**src/rtl/miss_table_pkg.sv**
```systemverilog
package miss_table_pkg;
  typedef enum logic [1:0] {
    RES_OK       = 2'd0,
    RES_MERGE    = 2'd1,
    RES_CONFLICT = 2'd2,
    RES_FULL     = 2'd3
  } alloc_res_e;

  // bit 0 of a command means the requester needs exclusive ownership
  function automatic logic needs_excl(input logic [1:0] cmd);
    return cmd[0];
  endfunction

  // a new command may ride on a pending one if it asks no more ownership
  function automatic logic can_join(input logic [1:0] new_cmd, input logic [1:0] old_cmd);
    return !needs_excl(new_cmd) || needs_excl(old_cmd);
  endfunction
endpackage

```
**src/rtl/mht_slot.sv**
```systemverilog
module mht_slot #(
  parameter int VA_W  = 32,
  parameter int LA_W  = 26,
  parameter int WAY_W = 2
) (
  input  logic             clk,
  input  logic             rst_n,
  input  logic             set_i,
  input  logic             clr_i,
  input  logic [1:0]       cmd_i,
  input  logic [VA_W-1:0]  vaddr_i,
  input  logic [LA_W-1:0]  line_i,
  input  logic [WAY_W-1:0] way_i,
  input  logic             wbuf_i,
  output logic             live_o,
  output logic [1:0]       cmd_o,
  output logic [VA_W-1:0]  vaddr_o,
  output logic [LA_W-1:0]  line_o,
  output logic [WAY_W-1:0] way_o,
  output logic             wbuf_o
);
  // set wins over clear: a slot released and refilled in one cycle stays live
  always_ff @(posedge clk) begin
    if (!rst_n) begin
      live_o <= 1'b0;
    end else if (set_i) begin
      live_o <= 1'b1;
    end else if (clr_i) begin
      live_o <= 1'b0;
    end
  end

  always_ff @(posedge clk) begin
    if (set_i) begin
      cmd_o   <= cmd_i;
      vaddr_o <= vaddr_i;
      line_o  <= line_i;
      way_o   <= way_i;
      wbuf_o  <= wbuf_i;
    end
  end
endmodule

```
**src/rtl/mht_match.sv**
```systemverilog
module mht_match #(
  parameter int N    = 4,
  parameter int LA_W = 26
) (
  input  logic [N-1:0]           live_i,
  input  logic [N-1:0][LA_W-1:0] line_i,
  input  logic [LA_W-1:0]        req_line_i,
  output logic [N-1:0]           hit_o
);
  for (genvar g = 0; g < N; g++) begin : g_cmp
    assign hit_o[g] = live_i[g] && (line_i[g] == req_line_i);
  end
endmodule

```
**src/rtl/mht_pick.sv**
```systemverilog
module mht_pick #(
  parameter int N = 4,
  localparam int IDX_W = $clog2(N)
) (
  input  logic [N-1:0]     vec_i,
  output logic             found_o,
  output logic [IDX_W-1:0] idx_o
);
  // lowest set bit wins
  always_comb begin
    found_o = 1'b0;
    idx_o   = '0;
    for (int i = N - 1; i >= 0; i--) begin
      if (vec_i[i]) begin
        found_o = 1'b1;
        idx_o   = IDX_W'(i);
      end
    end
  end
endmodule

```
**src/rtl/miss_table.sv**
```systemverilog
module miss_table
  import miss_table_pkg::*;
#(
  parameter int ENTRIES = 4,
  parameter int VA_W    = 32,
  parameter int LA_W    = 26,
  parameter int WAY_W   = 2,
  localparam int IDX_W  = $clog2(ENTRIES)
) (
  input  logic             clk,
  input  logic             rst_n,
  input  logic             alloc_valid,
  input  logic [1:0]       alloc_cmd,
  input  logic [VA_W-1:0]  alloc_vaddr,
  input  logic [LA_W-1:0]  alloc_line,
  input  logic [WAY_W-1:0] alloc_way,
  input  logic             alloc_wbuf,
  output logic [1:0]       alloc_res,
  output logic [IDX_W-1:0] alloc_index,
  input  logic             done_valid,
  input  logic [IDX_W-1:0] done_index,
  output logic             done_live,
  output logic [1:0]       done_cmd,
  output logic [VA_W-1:0]  done_vaddr,
  output logic [WAY_W-1:0] done_way,
  output logic             done_wbuf
);
  logic [ENTRIES-1:0]             live;
  logic [ENTRIES-1:0][1:0]        cmd_a;
  logic [ENTRIES-1:0][VA_W-1:0]   vaddr_a;
  logic [ENTRIES-1:0][LA_W-1:0]   line_a;
  logic [ENTRIES-1:0][WAY_W-1:0]  way_a;
  logic [ENTRIES-1:0]             wbuf_a;

  // named internal events
  logic [ENTRIES-1:0] rel_vec;   // entry being released this cycle
  logic [ENTRIES-1:0] eff_live;  // entries that count for matching/allocation
  logic [ENTRIES-1:0] hit_vec;
  logic [ENTRIES-1:0] set_vec;
  logic               hit_any, free_any;
  logic [IDX_W-1:0]   hit_idx, free_idx;
  alloc_res_e         res;

  assign rel_vec  = done_valid ? (ENTRIES'(1) << done_index) : '0;
  assign eff_live = live & ~rel_vec;

  mht_match #(.N(ENTRIES), .LA_W(LA_W)) u_match (
    .live_i(eff_live), .line_i(line_a), .req_line_i(alloc_line), .hit_o(hit_vec)
  );

  mht_pick #(.N(ENTRIES)) u_pick_hit (
    .vec_i(hit_vec), .found_o(hit_any), .idx_o(hit_idx)
  );

  mht_pick #(.N(ENTRIES)) u_pick_free (
    .vec_i(~eff_live), .found_o(free_any), .idx_o(free_idx)
  );

  always_comb begin
    res         = RES_FULL;
    alloc_index = '0;
    if (hit_any) begin
      if (can_join(alloc_cmd, cmd_a[hit_idx])) begin
        res         = RES_MERGE;
        alloc_index = hit_idx;
      end else begin
        res = RES_CONFLICT;
      end
    end else if (free_any) begin
      res         = RES_OK;
      alloc_index = free_idx;
    end
  end
  assign alloc_res = res;

  assign set_vec = (alloc_valid && res == RES_OK) ? (ENTRIES'(1) << free_idx) : '0;

  for (genvar g = 0; g < ENTRIES; g++) begin : g_slot
    mht_slot #(.VA_W(VA_W), .LA_W(LA_W), .WAY_W(WAY_W)) u_slot (
      .clk(clk), .rst_n(rst_n),
      .set_i(set_vec[g]), .clr_i(rel_vec[g]),
      .cmd_i(alloc_cmd), .vaddr_i(alloc_vaddr), .line_i(alloc_line),
      .way_i(alloc_way), .wbuf_i(alloc_wbuf),
      .live_o(live[g]), .cmd_o(cmd_a[g]), .vaddr_o(vaddr_a[g]),
      .line_o(line_a[g]), .way_o(way_a[g]), .wbuf_o(wbuf_a[g])
    );
  end

  assign done_live  = live[done_index];
  assign done_cmd   = cmd_a[done_index];
  assign done_vaddr = vaddr_a[done_index];
  assign done_way   = way_a[done_index];
  assign done_wbuf  = wbuf_a[done_index];

  // reset clears every slot
  p_reset_empty_r1: assert property (@(posedge clk) !rst_n |=> (live == '0));

  // a successful allocation leaves the chosen slot live with the line
  p_alloc_fill_r2: assert property (@(posedge clk) disable iff (!rst_n)
    (alloc_valid && res == RES_OK) |=>
      (live[$past(alloc_index)] && line_a[$past(alloc_index)] == $past(alloc_line)));

  // full only when no slot is free
  p_full_only_r3: assert property (@(posedge clk) disable iff (!rst_n)
    (alloc_valid && res == RES_FULL) |-> (&eff_live));

  // merge points at a live slot of the same line
  p_merge_target_r4: assert property (@(posedge clk) disable iff (!rst_n)
    (alloc_valid && res == RES_MERGE) |->
      (eff_live[alloc_index] && line_a[alloc_index] == alloc_line));

  // a refused request consumes no slot
  p_refuse_keeps_r5: assert property (@(posedge clk) disable iff (!rst_n)
    (alloc_valid && (res == RES_CONFLICT || res == RES_FULL)) |=>
      (live == $past(live & ~rel_vec)));

  // a release frees its slot unless it was refilled in the same cycle
  p_release_frees_r6: assert property (@(posedge clk) disable iff (!rst_n)
    (done_valid && !(alloc_valid && res == RES_OK && alloc_index == done_index)) |=>
      !live[$past(done_index)]);
endmodule

```
**config.mk**
```make
export PLATFORM = sky130hd
export DESIGN_NAME = miss_table
export DESIGN_NICKNAME = d
export VERILOG_FILES = /design/src/rtl/miss_table_pkg.sv /design/src/rtl/mht_slot.sv /design/src/rtl/mht_match.sv /design/src/rtl/mht_pick.sv /design/src/rtl/miss_table.sv
export SDC_FILE = /design/constraint.sdc
export NUM_CORES = 1
export LEC_CHECK = 0
export ABC_AREA = 1
export CAP_MARGIN = 20
export CORE_ASPECT_RATIO = 0.75
export CORE_MARGIN = 4
export CORE_UTILIZATION = 62
export DETAILED_ROUTE_END_ITERATION = 8
export PLACE_DENSITY_LB_ADDON = 0.05
export SETUP_SLACK_MARGIN = 0.2
export SYNTH_ARGS = -nofsm -noshare
export SYNTH_HDL_FRONTEND = slang
export SYNTH_SLANG_ARGS = --single-unit
export TNS_END_PERCENT = 30
```
**constraint.sdc**
```tcl
create_clock -name clk -period 24.2 [get_ports clk]
set_input_delay 6.05 -clock clk [delete_from_list [all_inputs] [get_ports clk]]
set_output_delay 6.05 -clock clk [all_outputs]
set_load 0.02 [all_outputs]
```
---- Word level (Yosys, flattened, before mapping) ----
Index checks and enable logic that the tools add are counted.
cells by class
  shift operators ......................... 2
  reduce and logical (&&, ||, !) cells .... 12
  mux-type cells .......................... 44
  bitwise operators ....................... 3
  eq/ne operators ......................... 4
  order comparisons ....................... 2
operators with widths
  operator                                             count
  equality test 26 bit                                 4
  binary-select mux 32 bit (select 2 bit)              1
  2-to-1 mux 2 bit                                     16
  2-to-1 mux 32 bit                                    1
  2-to-1 mux 1 bit                                     19
  binary-select mux 2 bit (select 2 bit)               3
  2-to-1 mux 4 bit                                     2
  NOT 4 bit                                            2
  nonzero test 2 bit                                   4
  << shifter 1 x 2 -> 4 bit (first input constant)     2
  < comparator 2 x 3 -> 1 bit (second input constant)  2
  logical AND 1 bit                                    5
  AND 4 bit                                            1
  binary-select mux 1 bit (select 2 bit)               2
  zero test 2 bit                                      1
  zero test 1 bit                                      1
  logical OR 1 bit                                     1
storage, ports and cells
  flip-flop bits (word level) ............. 256
  word-level logic and storage cells ...... 91

---- Longest topological paths before layout ----
Gate-level depths: netlist of the first run.
  depth after elaboration ................. 18
  gate-level depth with buffers ........... 17
  mapped depth without buffers ............ 16

---- Modules after synthesis ----
Synthesis of the first run repeated with hierarchy kept, for this count alone.
second synthesis, totals
  cell total of the unflattened synthesis .. 1007
  area total of the unflattened synthesis .. 10871.7 µm²
modules (own cells, without submodules)
  module      sequential area each (µm²)  cells an instance  times used  area each (µm²)
  mht_slot    1911.8                      69                 4           1935.6
  mht_match   0.0                         490                1           1954.4
  miss_table  0.0                         225                1           1102.3
  mht_pick    0.0                         8                  2           36.3

---- Worst setup path before layout of the first run ----
No wires, ideal clock.
  path type ............................... in2out
  from .................................... input port alloc_line[20]
  to ...................................... output port alloc_res[0]
  cell stages on the path ................. 11
  data required time ...................... 18150 ps
  path slack .............................. 10782 ps
  arrival ................................. 7368 ps
  buffers on the path ..................... 1
  cells stage by stage .................... buf_6 xor2_1 or2_1 or2_0 nor2_2 nand2_2 nand3_1 nand3_2 nand3_2 nand2_1 nand2_1
on the way
  longest elaborated chain between the ends .. 11
  elaborated cells on any way between the ends .. 21
RTL lines
  item                                    RTL line              RTL
  start: declaration                      miss_table.sv:15      input logic [LA_W-1:0] alloc_line,
  equality test 26 bit                    mht_match.sv:11       assign hit_o[g] = live_i[g] && (line_i[g] == req_line_i);
  logical AND 1 bit                       mht_match.sv:11
  2-to-1 mux 2 bit (4 in a row)           mht_pick.sv:14        if (vec_i[i]) begin
  binary-select mux 2 bit (select 2 bit)  miss_table.sv:63      if (can_join(alloc_cmd, cmd_a[hit_idx])) begin
  2-to-1 mux 1 bit (not written as such)  miss_table.sv:63
  logical OR 1 bit                        miss_table_pkg.sv:16  return !needs_excl(new_cmd) || needs_excl(old_cmd);
  2-to-1 mux 2 bit                        miss_table.sv:63
  2-to-1 mux 2 bit (*)                    miss_table.sv:62      if (hit_any) begin
  end: declaration                        miss_table.sv:18      output logic [1:0] alloc_res,
Every way passes the cells marked *; elsewhere a longest branch is shown, timed or not. The select of a mux whose other input is x is not followed.

---- Final worst setup path of the first run ----
  from .................................... input port done_index[0]
  to ...................................... output port alloc_res[1]
on the way
  longest elaborated chain between the ends .. 14
  elaborated cells on any way between the ends .. 27
RTL lines
  item                                    RTL line              RTL
  start: declaration                      miss_table.sv:21      input logic [IDX_W-1:0] done_index,
  << shifter 1 x 2 -> 4 bit (*)           miss_table.sv:44      assign rel_vec = done_valid ? (ENTRIES'(1) << done_index) : '0;
  2-to-1 mux 4 bit (*)                    miss_table.sv:44
  NOT 4 bit (*)                           miss_table.sv:45      assign eff_live = live & ~rel_vec;
  AND 4 bit (*)                           miss_table.sv:45
  logical AND 1 bit                       mht_match.sv:11
  2-to-1 mux 2 bit (4 in a row)           mht_pick.sv:14
  binary-select mux 2 bit (select 2 bit)  miss_table.sv:63
  2-to-1 mux 1 bit (not written as such)  miss_table.sv:63
  logical OR 1 bit                        miss_table_pkg.sv:16
  2-to-1 mux 2 bit                        miss_table.sv:63
  2-to-1 mux 2 bit (*)                    miss_table.sv:62
Marked as above.

==> results.cfg, run 1 <==
[synth]
synth-edff-count = 252
synth_cell_types = 35
yosysWarnings = 0
synth_async_sr_flop_share_pct = 0
synth_area_leaders = edfxtp_1 (67%), nand2_1 (6.7%), nand3_1 (6.2%)
synth_top_cell_area_share_pct = 66.52
synthFlopType = edfxtp_1
synth.largest_area_cell = edfxtp_1
synthTopCellsByCount = edfxtp_1 (252), nand2_1 (203), nand3_1 (142), nor2_1 (97), inv_1 (72)
ys_ff_latch = 256
syn-instance-count = 1005
syn_area_um2 = 11380
yosysMostFrequentCell = edfxtp_1
ys_seq_area_share_pct = 67.22
syn_nets = 1074
syn_avg_cell_area_um2 = 11.32

[clock_tree]
numCtsBuffers = 24
cts_max_level = 1
clk_path_buf_depth = 3
post_cts_buffers = 0
ctsHoldBuffers = 0
cts_tree = yes
clk-insertion-delay-late_ps = 520
clk_pin_slew_ps = 60
cts_sinks = 256
clock-root-buffer = clkbuf_16
post_cts_resize_count = 0

[routing]
drt_first_pass_iters = 5
drt-initial-drc-count = 846
ant_nets = 0
vias = 7795
via_per_inst = 5.719
route.detailed.drc = 0
routed_wl_um = 26690
wl_per_cell_um = 19.58

[finish]
antenna_cells = 0
syn2layout_area_growth_pct = 17.69
fillers = 1189
fin_nets = 1178
drive_gt1_share_pct = 7.672

[timing]
hold_violations = 0
maxSlewViolCount = 0
rsz0062_at_grt = no
slew_headroom_pct = 38.14
min_period_ps = 15490
finClkSkew_ps = 13.80
worst_slew_pin_slew_ps = 927.9
fin_crit_sh_pct = 63.99
setup_violations = 0
fin_tns_setup_ps = 0
fmax_mhz = 64.57

[global_route]
grt_max_degree = 79
overflow = 0
grt_pass1_vias = 7165
track_usage_pct = 25.70
antenna_found_initial = 1
grt_first_pass_wirelength_um = 40560

[floorplanning]
row_count = 42
die_w_um = 164.4
core_um2 = 17810
die_height_um = 125.3
dieArea_um2 = 20600
ios = 111
floorplan.initialDensity_pct = 63.86

[placed_design]
globalplace.congestion = 0.9605
post-dp-hpwl_um = 17920
portBuffers = 110

[min_path]
min_path_cells = 2
hold_class = reg2reg
min_to = g_slot[3].u_slot.live_o$_SDFFE_PN0P_
min_from = g_slot[3].u_slot.live_o$_SDFFE_PN0P_

[critical_path]
crit_path_max_fanout = 41
cp_top_family = buffers and inverters
worst_setup_path_end_kind = primary output
reg2reg_from = g_slot[1].u_slot.line_o[16]$_DFFE_PP_
crit_chain = clkdlybuf4s50_1, buf_4, inv_2, nand2_1, o21ai_2, nor2_1, nand2_1, nor2_1, nand2_1, o21ai_2, inv_2, nor2_2, nand3_1, nand2_1, nand3_1, nand2_1, clkdlybuf4s50_1
critical_path_class = in2out
cp.buffers_inverters = 5
critPathRequiredTime_ps = 18150
r2r-end = g_slot[2].u_slot.line_o[11]$_DFFE_PP_
critPathArrivalTime_ps = 9440
start_kind = input pin
slowest_delay_ps = 610
reg2reg_slack_ps = 21160
crit_slowest_cell = clkdlybuf4s50_1
critPathMostFrequentCell = nand2_1
reg2reg_depth = 10

[power_and_ir_drop]
cellPowerDensity_nw_per_um2 = 70.78
power_mw = 0.9476
vdd_drop_max_mv = 0.06115
p_leak_nw = 4.899

[run_status]
run_status = finished, final reports clean

[run]
max_cap_viol_count = 0
==> where the power goes <==
group          switching, mW  total, mW  internal (mW)
Sequential           0.00400      0.506          0.502
Clock                  0.149      0.345          0.196
Combinational         0.0606     0.0965         0.0359
Total                  0.213      0.948          0.734
==> worst max path at each step <==
stage                   startpoint        endpoint  slack [ps]  cells after the start
floorplan           alloc_line[20]    alloc_res[0]       10780                     11
global placement     done_index[0]    alloc_res[0]        8860                     11
detailed placement   done_index[0]  alloc_index[1]        8750                     18
CTS                  done_index[0]  alloc_index[1]        8750                     18
global route         done_index[0]    alloc_res[0]        8480                     18
finish               done_index[0]    alloc_res[1]        8710                     17
==> logic make-up after synthesis <==
kind of cell              count (synthesis)  share of synthesized area, %
AOI/OAI and AO/OA                        51                         3.355
xor gates and xnor gates                 69                         5.378
buffers and inverters                   130                         4.532
DFF                                     256                         67.22
and+or+nand+nor                         499                         19.51
==> cell type report <==
type | count | area, µm² | area share, %
multi-input cells | 619 | 3236 | 24.17
clock buffers | 29 | 640.6 | 4.785
flip-flops and latches | 256 | 7647 | 57.12
clock inverters | 9 | 63.81 | 0.4766
repair buffers | 119 | 1164 | 8.692
inverters | 89 | 334.1 | 2.495
well taps | 242 | 302.8 | 2.262
==> worst min-delay path, cell delays in order (launching register included) <==
cell     delay, ps
dfxtp_1        320
o21ai_2         90
a21oi_1         70
==> metrics by stage <==
| stage | area [µm²] | util, % | worst slack (ps) | cells | hold WS, ps |
|---|---|---|---|---|---|
| global placement | 12680 | 71.20 | 8857 | 1325 | 512.2 |
| CTS | 13390 | 75.15 | 8753 | 1363 | 526.4 |
| finish | 13390 | 75.15 | 8713 | 1363 | 530.9 |
| detailed placement | 12680 | 71.20 | 8754 | 1325 | 509.0 |
| global route | 13390 | 75.15 | 8476 | 1363 | 560.4 |
| floorplan | 11380 | - | 10780 | 1005 | 482.7 |
==> placed cells by master, fill, tap and decap left out, types with 2 or more instances in the layout <==
cell,Yosys,routed
edfxtp_1,252,252
nand2_1,203,203
nand3_1,142,142
clkdlybuf4s50_1,0,109
nor2_1,97,94
inv_1,72,71
xnor2_1,51,51
a22oi_1,38,38
clkbuf_16,0,25
inv_2,17,18
nand4_1,17,17
xor2_1,17,17
buf_4,0,9
nand2_2,7,7
o21ai_2,5,5
nand3b_1,5,5
nand3_2,5,5
clkinv_1,0,5
nor2_2,3,4
nor3_1,4,4
a21oi_1,4,4
clkbuf_1,17,4
dfxtp_1,4,4
or2_1,3,3
and2_1,3,3
nor2_4,1,3
nor4_1,3,3
clkinv_2,0,3
nand2b_1,2,2
or2_2,2,2
==> metal layers <==
metal / part of all wire, % / vias to the layer above / track usage (%)
met1: 44 / 3694 / 41.20
met5: 0.049 / - / 0
met2: 43 / 386 / 36.60
li1: - / 3676 / -
met4: 1.5 / 2 / 3.765
met3: 12 / 37 / 6.743
==> state kept, by name, indices dropped and copies added (netlist names) <==
name                   count
g_slot.u_slot.cmd_o        8
g_slot.u_slot.live_o       4
g_slot.u_slot.way_o        8
g_slot.u_slot.line_o     104
g_slot.u_slot.wbuf_o       4
g_slot.u_slot.vaddr_o    128
(Power assumes the default switching activity.)
==> inputs of run 2 (changes only) <==
CORE_UTILIZATION = 57   (was 62)
clock period = 16.1 ns   (was 24.2 ns; I/O delays follow)
==> run 2 against run 1 <==
Register-to-register slack got worse by 8500 ps. Critical path depth rose by 1. Largest power group unchanged. Clock power increased by 65%. Count of clock-buffer cells in the layout is 2 lower. Largest cell class unchanged. Wire length increased by 0.52%. Total power rose by 56%. Setup slack worse by 4000 ps. Sequential power increased by 50%.
==> results.cfg, run 2 (synthesis gave the netlist of run 1 again) <==
[placed_design]
place_area_um2 = 12700
globalplace.congestion = 0.9108
post-dp-hpwl_um = 18320
portBuffers = 110

[finish]
stdcell_area_um2 = 13490
syn2layout_area_growth_pct = 18.61
largest_reg_flops = 128
final_cell_mix = edfxtp_1 (252), nand2_1 (203), nand3_1 (142)
final_common_cell = edfxtp_1
drive_gt1_share_pct = 8.171
reg_top3 = g_slot.u_slot.vaddr_o x128, g_slot.u_slot.line_o x104
top_register = g_slot.u_slot.vaddr_o
fin_nets = 1179
antenna_cells = 0

[clock_tree]
ctsHoldBuffers = 0
post_cts_buffers = 0
post_cts_resize_count = 0
clk-insertion-delay-late_ps = 530
cts_max_level = 1
clk_pin_slew_ps = 60
numCtsBuffers = 25
cts_tree = yes
clock-root-buffer = clkbuf_16
clk_path_buf_depth = 3
cts_sinks = 256

[power_and_ir_drop]
cellPowerDensity_nw_per_um2 = 109.3
p_leak_nw = 4.937
vdd_drop_max_mv = 0.1215

[routing]
drt-initial-drc-count = 774
routed_wl_um = 26830
wl_per_cell_um = 19.46
vias = 7675
via_per_inst = 5.566
route.detailed.drc = 0
drt_first_pass_iters = 5
ant_nets = 0

[run_status]
run_status = finished, final reports clean

[global_route]
grt_first_pass_wirelength_um = 41100
antenna_found_initial = 0
grt_pass1_vias = 7236
grt_max_degree = 79
track_usage_pct = 24.12
overflow = 0

[critical_path]
critical_path_class = in2out
worst_setup_path_end_kind = primary output
critPathArrivalTime_ps = 7370
start_kind = input pin
crit_path_max_fanout = 41
critPathRequiredTime_ps = 12070

[floorplanning]
row_count = 44
core_um2 = 19490
die_height_um = 130.3
ios = 111
floorplan.initialDensity_pct = 58.37
die_w_um = 171.1
dieArea_um2 = 22310

[timing]
slew_headroom_pct = 34.30
fin_tns_setup_ps = 0
worst_slew_pin_slew_ps = 983.2
finClkSkew_ps = 26.30
maxSlewViolCount = 0
hold_violations = 0
min_period_ps = 11390
rsz0062_at_grt = no
fin_crit_sh_pct = 70.77
fmax_mhz = 87.77
setup_violations = 0

[min_path]
hold_class = reg2reg

[run]
max_cap_viol_count = 0
## run 2: cell count changes in the layout (fill, tap and decap cells not counted), sizes merged
cell / delta
clkbuf: -2
inv: +2
clkinv: +1
bufinv: +2
clkinvlp: +2
## run 2: worst max-delay path: stages
cell and delay, ps:
clkdlybuf4s50_1 400, buf_4 290, inv_2 600, nand2_1 190, o21ai_2 320, nor2_1 90
nand2_1 80, nor2_1 40, nand2_1 90, nand2_1 70, nand2_2 80, nand2_2 60
nand2_2 70, nand3_2 70, nand3_2 100, nand2_1 60, nand2_1 100, clkdlybuf4s50_1 620
## run 2: report_power, final
group / internal, mW / switching, mW
combinational: 0.0540 / 0.0907
clock: 0.332 / 0.238
sequential: 0.754 / 0.00597
## run 2: cell type report
type	count	area, µm²
sequential	256	7647
fill	1483	5996
multi-input combinational	619	3236
timing repair buffer	119	1164
clock buffer	27	633.1
inverter	89	334.1
tap	253	316.6
clock inverter	16	162.7
## run 2: stage by stage
stage | util (%) | worst slack (ps) | hold slack (ps) | power (mW) | instances
4_1_cts | 69.23 | 4687 | 522.4 | 1.484 | 1379
3_5_place_dp | 65.15 | 4699 | 510.3 | 0.9181 | 1336
3_3_place_gp | 65.15 | 4780 | 515.4 | 0.9159 | 1336
5_1_grt | 69.23 | 4404 | 559.3 | 1.524 | 1379
6_report | 69.23 | 4706 | 524.5 | 1.475 | 1379
2_1_floorplan | - | 5890 | 482.7 | 0.8512 | 1005
## run 2: worst paths after layout
kind / endpoint / slack [ps] / startpoint / cells after the start
max: alloc_index[1] / 4710 / done_index[0] / 18
min: g_slot[3].u_slot.live_o$_SDFFE_PN0P_ / 520 / g_slot[3].u_slot.live_o$_SDFFE_PN0P_ / 2
max reg2reg: g_slot[2].u_slot.vaddr_o[22]$_DFFE_PP_ / 12700 / g_slot[1].u_slot.line_o[20]$_DFFE_PP_ / 10
min reg2reg: g_slot[3].u_slot.live_o$_SDFFE_PN0P_ / 520 / g_slot[3].u_slot.live_o$_SDFFE_PN0P_ / 2
## run 2: layer usage
layer / track usage, % / part of all wire (%) / up-vias / wire [µm]
met5: 0 / 0 / - / 0
met4: 4.937 / 2.0 / 0 / 529
met3: 4.573 / 8.4 / 32 / 2253
met2: 34.58 / 42 / 312 / 11340
met1: 38.79 / 47 / 3657 / 12700
li1: - / - / 3674 / -
